**src/rtl/flash_arb_pkg.sv**
```systemverilog
package flash_arb_pkg;
  localparam int NUM_PORTS = 2;
  localparam int NUM_BANKS = 3;
  localparam int NUM_MST   = 8;
  localparam int CFG_W     = 32;
  localparam logic [CFG_W-1:0] CFG_LIVE_MASK = 32'h03FF_FFFF;

  typedef enum logic [1:0] {
    ARB_FIX_P0 = 2'b00,
    ARB_FIX_P1 = 2'b01,
    ARB_ALT_A  = 2'b10,
    ARB_ALT_B  = 2'b11
  } arb_mode_e;

  function automatic logic [1:0] perm_of(input logic [2*NUM_MST-1:0] acc,
                                         input logic [2:0] mst);
    return acc[2*mst +: 2];
  endfunction

  function automatic logic perm_allows(input logic [1:0] field, input logic wr);
    return wr ? field[1] : field[0];
  endfunction

  function automatic logic bank_mapped(input logic [1:0] code);
    return code != 2'd3;
  endfunction
endpackage

```
**src/rtl/flash_arb_cfg.sv**
```systemverilog
module flash_arb_cfg
  import flash_arb_pkg::*;
(
  input  logic                 clk,
  input  logic                 rst,
  input  logic [CFG_W-1:0]     nv_word,
  input  logic                 we,
  input  logic [CFG_W-1:0]     wdata,
  output logic [CFG_W-1:0]     cfg_q,
  output arb_mode_e            mode,
  output logic [NUM_MST-1:0]   pf_dis,
  output logic [2*NUM_MST-1:0] acc
);
  always_ff @(posedge clk) begin
    if (rst)     cfg_q <= nv_word & CFG_LIVE_MASK;
    else if (we) cfg_q <= wdata & CFG_LIVE_MASK;
  end

  assign mode   = arb_mode_e'(cfg_q[25:24]);
  assign pf_dis = cfg_q[23:16];
  assign acc    = cfg_q[15:0];
endmodule

```
**src/rtl/flash_arb_req_chk.sv**
```systemverilog
module flash_arb_req_chk
  import flash_arb_pkg::*;
(
  input  logic                 vld,
  input  logic [1:0]           bank_code,
  input  logic                 wr,
  input  logic [2:0]           mst,
  input  logic [2*NUM_MST-1:0] acc,
  output logic                 legal,
  output logic                 err
);
  logic perm_ok;
  assign perm_ok = perm_allows(perm_of(acc, mst), wr);
  assign legal   = vld & bank_mapped(bank_code) & perm_ok;
  assign err     = vld & ~legal;
endmodule

```
**src/rtl/flash_arb_core.sv**
```systemverilog
module flash_arb_core
  import flash_arb_pkg::*;
(
  input  logic                 clk,
  input  logic                 rst,
  input  logic [NUM_PORTS-1:0] legal,
  input  logic [1:0]           code0,
  input  logic [1:0]           code1,
  input  arb_mode_e            mode,
  output logic [NUM_PORTS-1:0] gnt,
  output logic                 conflict,
  output logic                 alt_fav
);
  logic win1;

  assign conflict = legal[0] & legal[1] & (code0 == code1);

  always_comb begin
    unique case (mode)
      ARB_FIX_P0: win1 = 1'b0;
      ARB_FIX_P1: win1 = 1'b1;
      default:    win1 = alt_fav;
    endcase
  end

  assign gnt[0] = legal[0] & ~(conflict & win1);
  assign gnt[1] = legal[1] & ~(conflict & ~win1);

  always_ff @(posedge clk) begin
    if (rst)                      alt_fav <= 1'b0;
    else if (conflict && mode[1]) alt_fav <= ~alt_fav;
  end
endmodule

```
**src/rtl/flash_bank_arb.sv**
```systemverilog
module flash_bank_arb
  import flash_arb_pkg::*;
#(
  parameter int ADDR_W   = 20,
  parameter int BANK_LSB = 18
) (
  input  logic                              clk,
  input  logic                              rst,
  input  logic [31:0]                       nv_cfg_word,
  input  logic                              cfg_we,
  input  logic [31:0]                       cfg_wdata,
  output logic [31:0]                       cfg_rdata,
  input  logic [1:0]                        p_vld,
  input  logic [1:0][ADDR_W-1:0]            p_addr,
  input  logic [1:0]                        p_wr,
  input  logic [1:0][2:0]                   p_mst,
  output logic [1:0]                        p_gnt,
  output logic [1:0]                        p_err,
  output logic [1:0]                        p_pf_ok,
  output logic [2:0]                        bank_vld,
  output logic [2:0][ADDR_W-1:0]            bank_addr,
  output logic [2:0]                        bank_wr,
  output logic [2:0]                        bank_src
);
  arb_mode_e                   mode;
  logic [NUM_MST-1:0]          pf_dis;
  logic [2*NUM_MST-1:0]        acc;
  logic [NUM_PORTS-1:0][1:0]   code;
  logic [NUM_PORTS-1:0]        p_legal;
  logic                        conflict;
  logic                        alt_fav;

  flash_arb_cfg cfg_i (
    .clk(clk), .rst(rst), .nv_word(nv_cfg_word), .we(cfg_we), .wdata(cfg_wdata),
    .cfg_q(cfg_rdata), .mode(mode), .pf_dis(pf_dis), .acc(acc)
  );

  for (genvar p = 0; p < NUM_PORTS; p++) begin : g_port
    assign code[p] = p_addr[p][BANK_LSB+1:BANK_LSB];
    flash_arb_req_chk chk_i (
      .vld(p_vld[p]), .bank_code(code[p]), .wr(p_wr[p]), .mst(p_mst[p]),
      .acc(acc), .legal(p_legal[p]), .err(p_err[p])
    );
    assign p_pf_ok[p] = p_gnt[p] & ~pf_dis[p_mst[p]];
  end

  flash_arb_core core_i (
    .clk(clk), .rst(rst), .legal(p_legal), .code0(code[0]), .code1(code[1]),
    .mode(mode), .gnt(p_gnt), .conflict(conflict), .alt_fav(alt_fav)
  );

  for (genvar b = 0; b < NUM_BANKS; b++) begin : g_bank
    logic [NUM_PORTS-1:0] own;
    assign own[0]       = p_gnt[0] & (code[0] == 2'(b));
    assign own[1]       = p_gnt[1] & (code[1] == 2'(b));
    assign bank_vld[b]  = |own;
    assign bank_src[b]  = own[1];
    assign bank_addr[b] = own[1] ? p_addr[1] : p_addr[0];
    assign bank_wr[b]   = own[1] ? p_wr[1] : (own[0] & p_wr[0]);
  end
endmodule

```
**config.mk**
```make
export PLATFORM = sky130hd
export DESIGN_NAME = flash_bank_arb
export DESIGN_NICKNAME = d
export VERILOG_FILES = /design/src/rtl/flash_arb_pkg.sv /design/src/rtl/flash_arb_cfg.sv /design/src/rtl/flash_arb_req_chk.sv /design/src/rtl/flash_arb_core.sv /design/src/rtl/flash_bank_arb.sv
export SDC_FILE = /design/constraint.sdc
export NUM_CORES = 1
export LEC_CHECK = 0
export BUFFER_PORTS_ARGS = -buffer_cell sky130_fd_sc_hd__buf_2
export CORE_AREA = 2 2 87 89
export CTS_CLUSTER_DIAMETER = 40
export CTS_CLUSTER_SIZE = 28
export DETAILED_ROUTE_END_ITERATION = 10
export DIE_AREA = 0 0 89 91
export HOLD_SLACK_MARGIN = 0.06
export PLACE_DENSITY = 0.92
export SLEW_MARGIN = 20
export SYNTH_ARGS = -nofsm -noshare
export SYNTH_HDL_FRONTEND = slang
export SYNTH_HIERARCHICAL = 1
export SYNTH_SLANG_ARGS = --single-unit
```
**constraint.sdc**
```tcl
create_clock -name clk -period 3.9 [get_ports clk]
set_clock_uncertainty 0.15 [all_clocks]
set_input_delay 0.39 -clock clk [delete_from_list [all_inputs] [get_ports clk]]
set_output_delay 0.39 -clock clk [all_outputs]
set_load 0.01 [all_outputs]
```
[After elaboration in Yosys (flattened, before gate mapping)]
Cells that the tools add are included.
Operators by class
  mux-type cells: 15
  reduce and logical (&&, ||, !) cells: 8
  $lt $le $gt $ge: 2
  shifts and indexed selects: 2
  equality and inequality tests: 8
  bitwise logic cells: 31
Operators by type and width (number)
  20-bit 2-to-1 mux: 3
  26-bit 2-to-1 mux: 2
  16-bit by 5-bit indexed part select with 2-bit output: 2
  1-bit bitwise AND: 23
  3-bit by 4-bit < comparator with 1-bit output (second input constant): 2
  1-bit inverter: 8
  1-bit 2-to-1 mux: 7
  1-bit binary-select mux with 3-bit select: 2
  2-bit by 1-bit == test with 1-bit output (second input constant): 3
  2-bit logical NOT: 3
  2-bit OR reduction: 3
  2-bit == test (second input constant): 2
  2-bit != test (second input constant): 2
  2-bit == test: 1
  1-bit one-hot mux with 2 select lines: 1
  2-bit nonzero test: 1
  1-bit logical AND: 1
Word-level totals
  output and inout port bits: 107
  bits of input ports: 117
  flip-flop bits (word level): 27
  logic and storage cells: 68

[Longest topological paths before layout]
  depth after elaboration: 11
  mapped depth: 13
  mapped depth without buffers: 11

[By module]
The synthesis kept the hierarchy.
Modules (own cells, without submodules)
  flash_arb_cfg: times used 1, cells each 89, seq. area each 780.7 um^2, area each 1446.4 um^2
  flash_bank_arb: times used 1, cells each 138, seq. area each 0.0 um^2, area each 997.2 um^2
  flash_arb_req_chk: times used 2, cells each 18, seq. area each 0.0 um^2, area each 163.9 um^2
  flash_arb_core: times used 1, cells each 12, seq. area each 20.0 um^2, area each 100.1 um^2

[Worst setup path after synthesis]
No wires, ideal clock.
  path type: input port to output port
  from: input port p_mst[0] in the netlist's numbering
  to: output port bank_addr[14] in the netlist's numbering
  buffers on the path: 2
  arrival time: 2804 ps
  data required time: 3360 ps
  path slack: 556 ps
  stages on the path: 10
  cell sequence: buf_6 -> mux4_2 -> o2111ai_1 -> a21boi_0 -> nand2_1 -> nor3_1 -> a21boi_1 -> nor3b_2 -> buf_4 -> mux2_2
RTL lines
  start, declared: line flash_bank_arb.sv:16  | input logic [1:0][2:0] p_mst,
  end, declared: line flash_bank_arb.sv:21  | output logic [2:0][ADDR_W-1:0] bank_addr,

==> flow_metrics.env <==
export IMPL_setup_viol=0
export IMPL_period_share_pct=92.7
export IMPL_startpoint="cfg_i/cfg_q[15]"
export IMPL_r2r_end="core_i/alt_fav"
export IMPL_hp_class="in2reg"
export IMPL_endpoint_kind="output pin"
export IMPL_dp_hpwl_um=7480
export IMPL_die_y_um=91
export IMPL_clk_pin_slew_ns=0.09
export IMPL_cts_root_buf="clkbuf_8"
export IMPL_cts_resized=0
export IMPL_finalPower_uw=922
export IMPL_synth_cells=275
export IMPL_hold_viol=0
export IMPL_nNetsFinal=563
export IMPL_wl_per_cell_um=16.4
export IMPL_power_switching_uw=296
export IMPL_reg2regPathDepth=7
export IMPL_antenna_found_initial=0
export IMPL_vias=2670
export IMPL_synth_async_reset_ratio_pct=0
export IMPL_rsz0062_at_grt="no"
export IMPL_clock_sinks=27
export IMPL_ys_seq_area_share_pct=27.9
export IMPL_drive_above_1_share_pct=63.8
export IMPL_gr_usage_all_layers_pct=21.2
export IMPL_cts_tree="done"
export IMPL_layout_commonest_cell="buf_2"
export IMPL_fp_dieArea_um2=8100
export IMPL_h_tree_depth=1
export IMPL_max_freq_mhz=276
export IMPL_synth_edf_count=26
export IMPL_syn_area_per_cell_um2=10.4
export IMPL_drtPass1Iterations=4
export IMPL_grt_pass1_vias=2570
export IMPL_detail_route_wirelength_um=8920
export IMPL_rrSetupSlack_ns=1.71
export IMPL_crit_required_ns=3.36
export IMPL_crit_arrival_ns=3.08
export IMPL_row_count=31
export IMPL_synth_cell_type_count=38
export IMPL_crit_type="reg2out"
export IMPL_p_leak_uw=0.00197
export IMPL_syn_area_um2=2870
export IMPL_setup_tns_final_ns=0
export IMPL_mostFrequentLayoutCells="buf_2, nand2_1, mux2_2, edfxtp_1, mux2_4"
export IMPL_timing_rr_start="cfg_i/cfg_q[11]"
export IMPL_cts_inserted_buffers=3
export IMPL_drt_initial_drc_count=44
export IMPL_power_switching_share_pct=32.2
export IMPL_grt_ovfl_total=0
export IMPL_portBuffers=205
export IMPL_cp_start_kind="flop"
export IMPL_ios=224
export IMPL_post_cts_buffers=0
export IMPL_grt_max_degree=29
export IMPL_cts_path_max_buffers=2
export IMPL_worstMarginPinSlew_ns=0.772
export IMPL_drc=0
export IMPL_grt_pass1_wl_um=13200
export IMPL_start_util_pct=40.2
export IMPL_vias_per_cell=4.91
export IMPL_vdd_drop_max_mv=0.246
export IMPL_pwr_share_comb_pct=42.1
export IMPL_worstPathMaxFanout=23
export IMPL_drv_cap=0
export IMPL_ys_warn_count=6
export IMPL_chipWidth_um=89
export IMPL_clk_latency_ns=0.26
export IMPL_gp_congestion=0.782
export IMPL_hold_buffers=0
export IMPL_internal_power_uw=625
export IMPL_ys_ff_latch=27
export IMPL_core_um2=7140
export IMPL_p_per_area_nw_per_um2=246
export IMPL_period_minus_slack_ns=3.62
export IMPL_maxSlewViolCount=0
export IMPL_areaGrowthSynthToFinish_pct=30.5
export IMPL_status="finished clean"
export IMPL_antenna_diode_count=0
export IMPL_ys_flop_type="edfxtp_1"
export IMPL_antenna_left=0
export IMPL_endpoint="bank_addr[36]"
export IMPL_max_slew_margin_pct=48.6
export IMPL_pwr_share_seq_pct=41.2
export IMPL_pwr_share_clk_pct=16.7
## power by group through the flow
stage	logic (uW)	registers, uW	clock network [uW]
CTS	388	380	159
floorplan	259	382	0
global placement	376	385	0
finish	388	380	154
detailed placement	387	387	0
global route	423	384	165
## worst min-delay path by stage
stage,from,to,cells after the start
3_3_place_gp,core_i/alt_fav,core_i/alt_fav,2
3_5_place_dp,core_i/alt_fav,core_i/alt_fav,2
2_1_floorplan,core_i/alt_fav,core_i/alt_fav,2
4_1_cts,cfg_wdata[18],cfg_i/cfg_q[18],2
5_1_grt,cfg_wdata[18],cfg_i/cfg_q[18],2
6_report,cfg_wdata[18],cfg_i/cfg_q[18],2
## cells by family (layout without fill, tap and decap cells)
logic type      count (synthesis)  count (layout)  share of synthesized area (%)
compound gates                 20              20                           5.14
xor+xnor                        2               2                          0.610
buf+inv                        52             217                           14.1
flops                          27              27                           27.9
mux                            86              86                           38.6
other cells                     1               6                          0.131
simple gates                   87              87                           13.6
## synthesized netlist by cell type (all sizes together), types with 3 or more instances
cell type   n  area (um2)
clkbuf      5        21.3
nor2        4        15.0
a21oi       3        15.0
edfxtp     26         781
inv         4        15.0
a22oi       4        30.0
mux4        6         135
nand2b      4        25.0
nand2      61         229
a21boi      3        22.5
nor2b       4        25.0
mux2       63         803
and2        4        25.0
buf        43         368
mux2i      17         170
## worst max-delay path, cell delays in order, from the launching register on
cell       delay (ns)
edfxtp_1         0.47
mux4_2           0.49
o2111ai_1        0.21
a21boi_0         0.21
nand2_1          0.14
nor3_1           0.06
a21boi_2         0.25
nand2_1          0.06
or2_1            0.20
buf_4            0.23
mux2_4           0.32
buf_2            0.16
## cell type report
class | count | area [um2]
fill | 660 | 3390
tap | 99 | 124
timing repair buffer | 209 | 1070
inverter | 4 | 15.0
multi-input combinational | 201 | 1700
sequential | 27 | 801
clock buffer | 4 | 45.0
## registers in the layout, summed over array words and instances (netlist names)
register,count
cfg_i/cfg_q,26
core_i/alt_fav,1
## per-layer routing
metal,up-vias,routed length [um],global-route usage (%)
met2,131,5010,42.5
li1,1282,-,-
met5,-,0,0
met3,12,764,4.27
met1,1245,2980,20.9
met4,0,166,5.85
## stage by stage
stage | area (um2) | util (%) | worst slack, ns | cells | hold WS [ns]
floorplan | 2890 | - | 0.556 | 280 | 0.295
global placement | 3700 | 51.8 | 0.311 | 540 | 0.313
detailed placement | 3700 | 51.8 | 0.247 | 540 | 0.320
CTS | 3740 | 52.5 | 0.167 | 544 | 0.259
global route | 3750 | 52.5 | 0.0493 | 544 | 0.259
finish | 3750 | 52.5 | 0.283 | 544 | 0.266
Note: power is estimated with default switching activity, not from simulation.
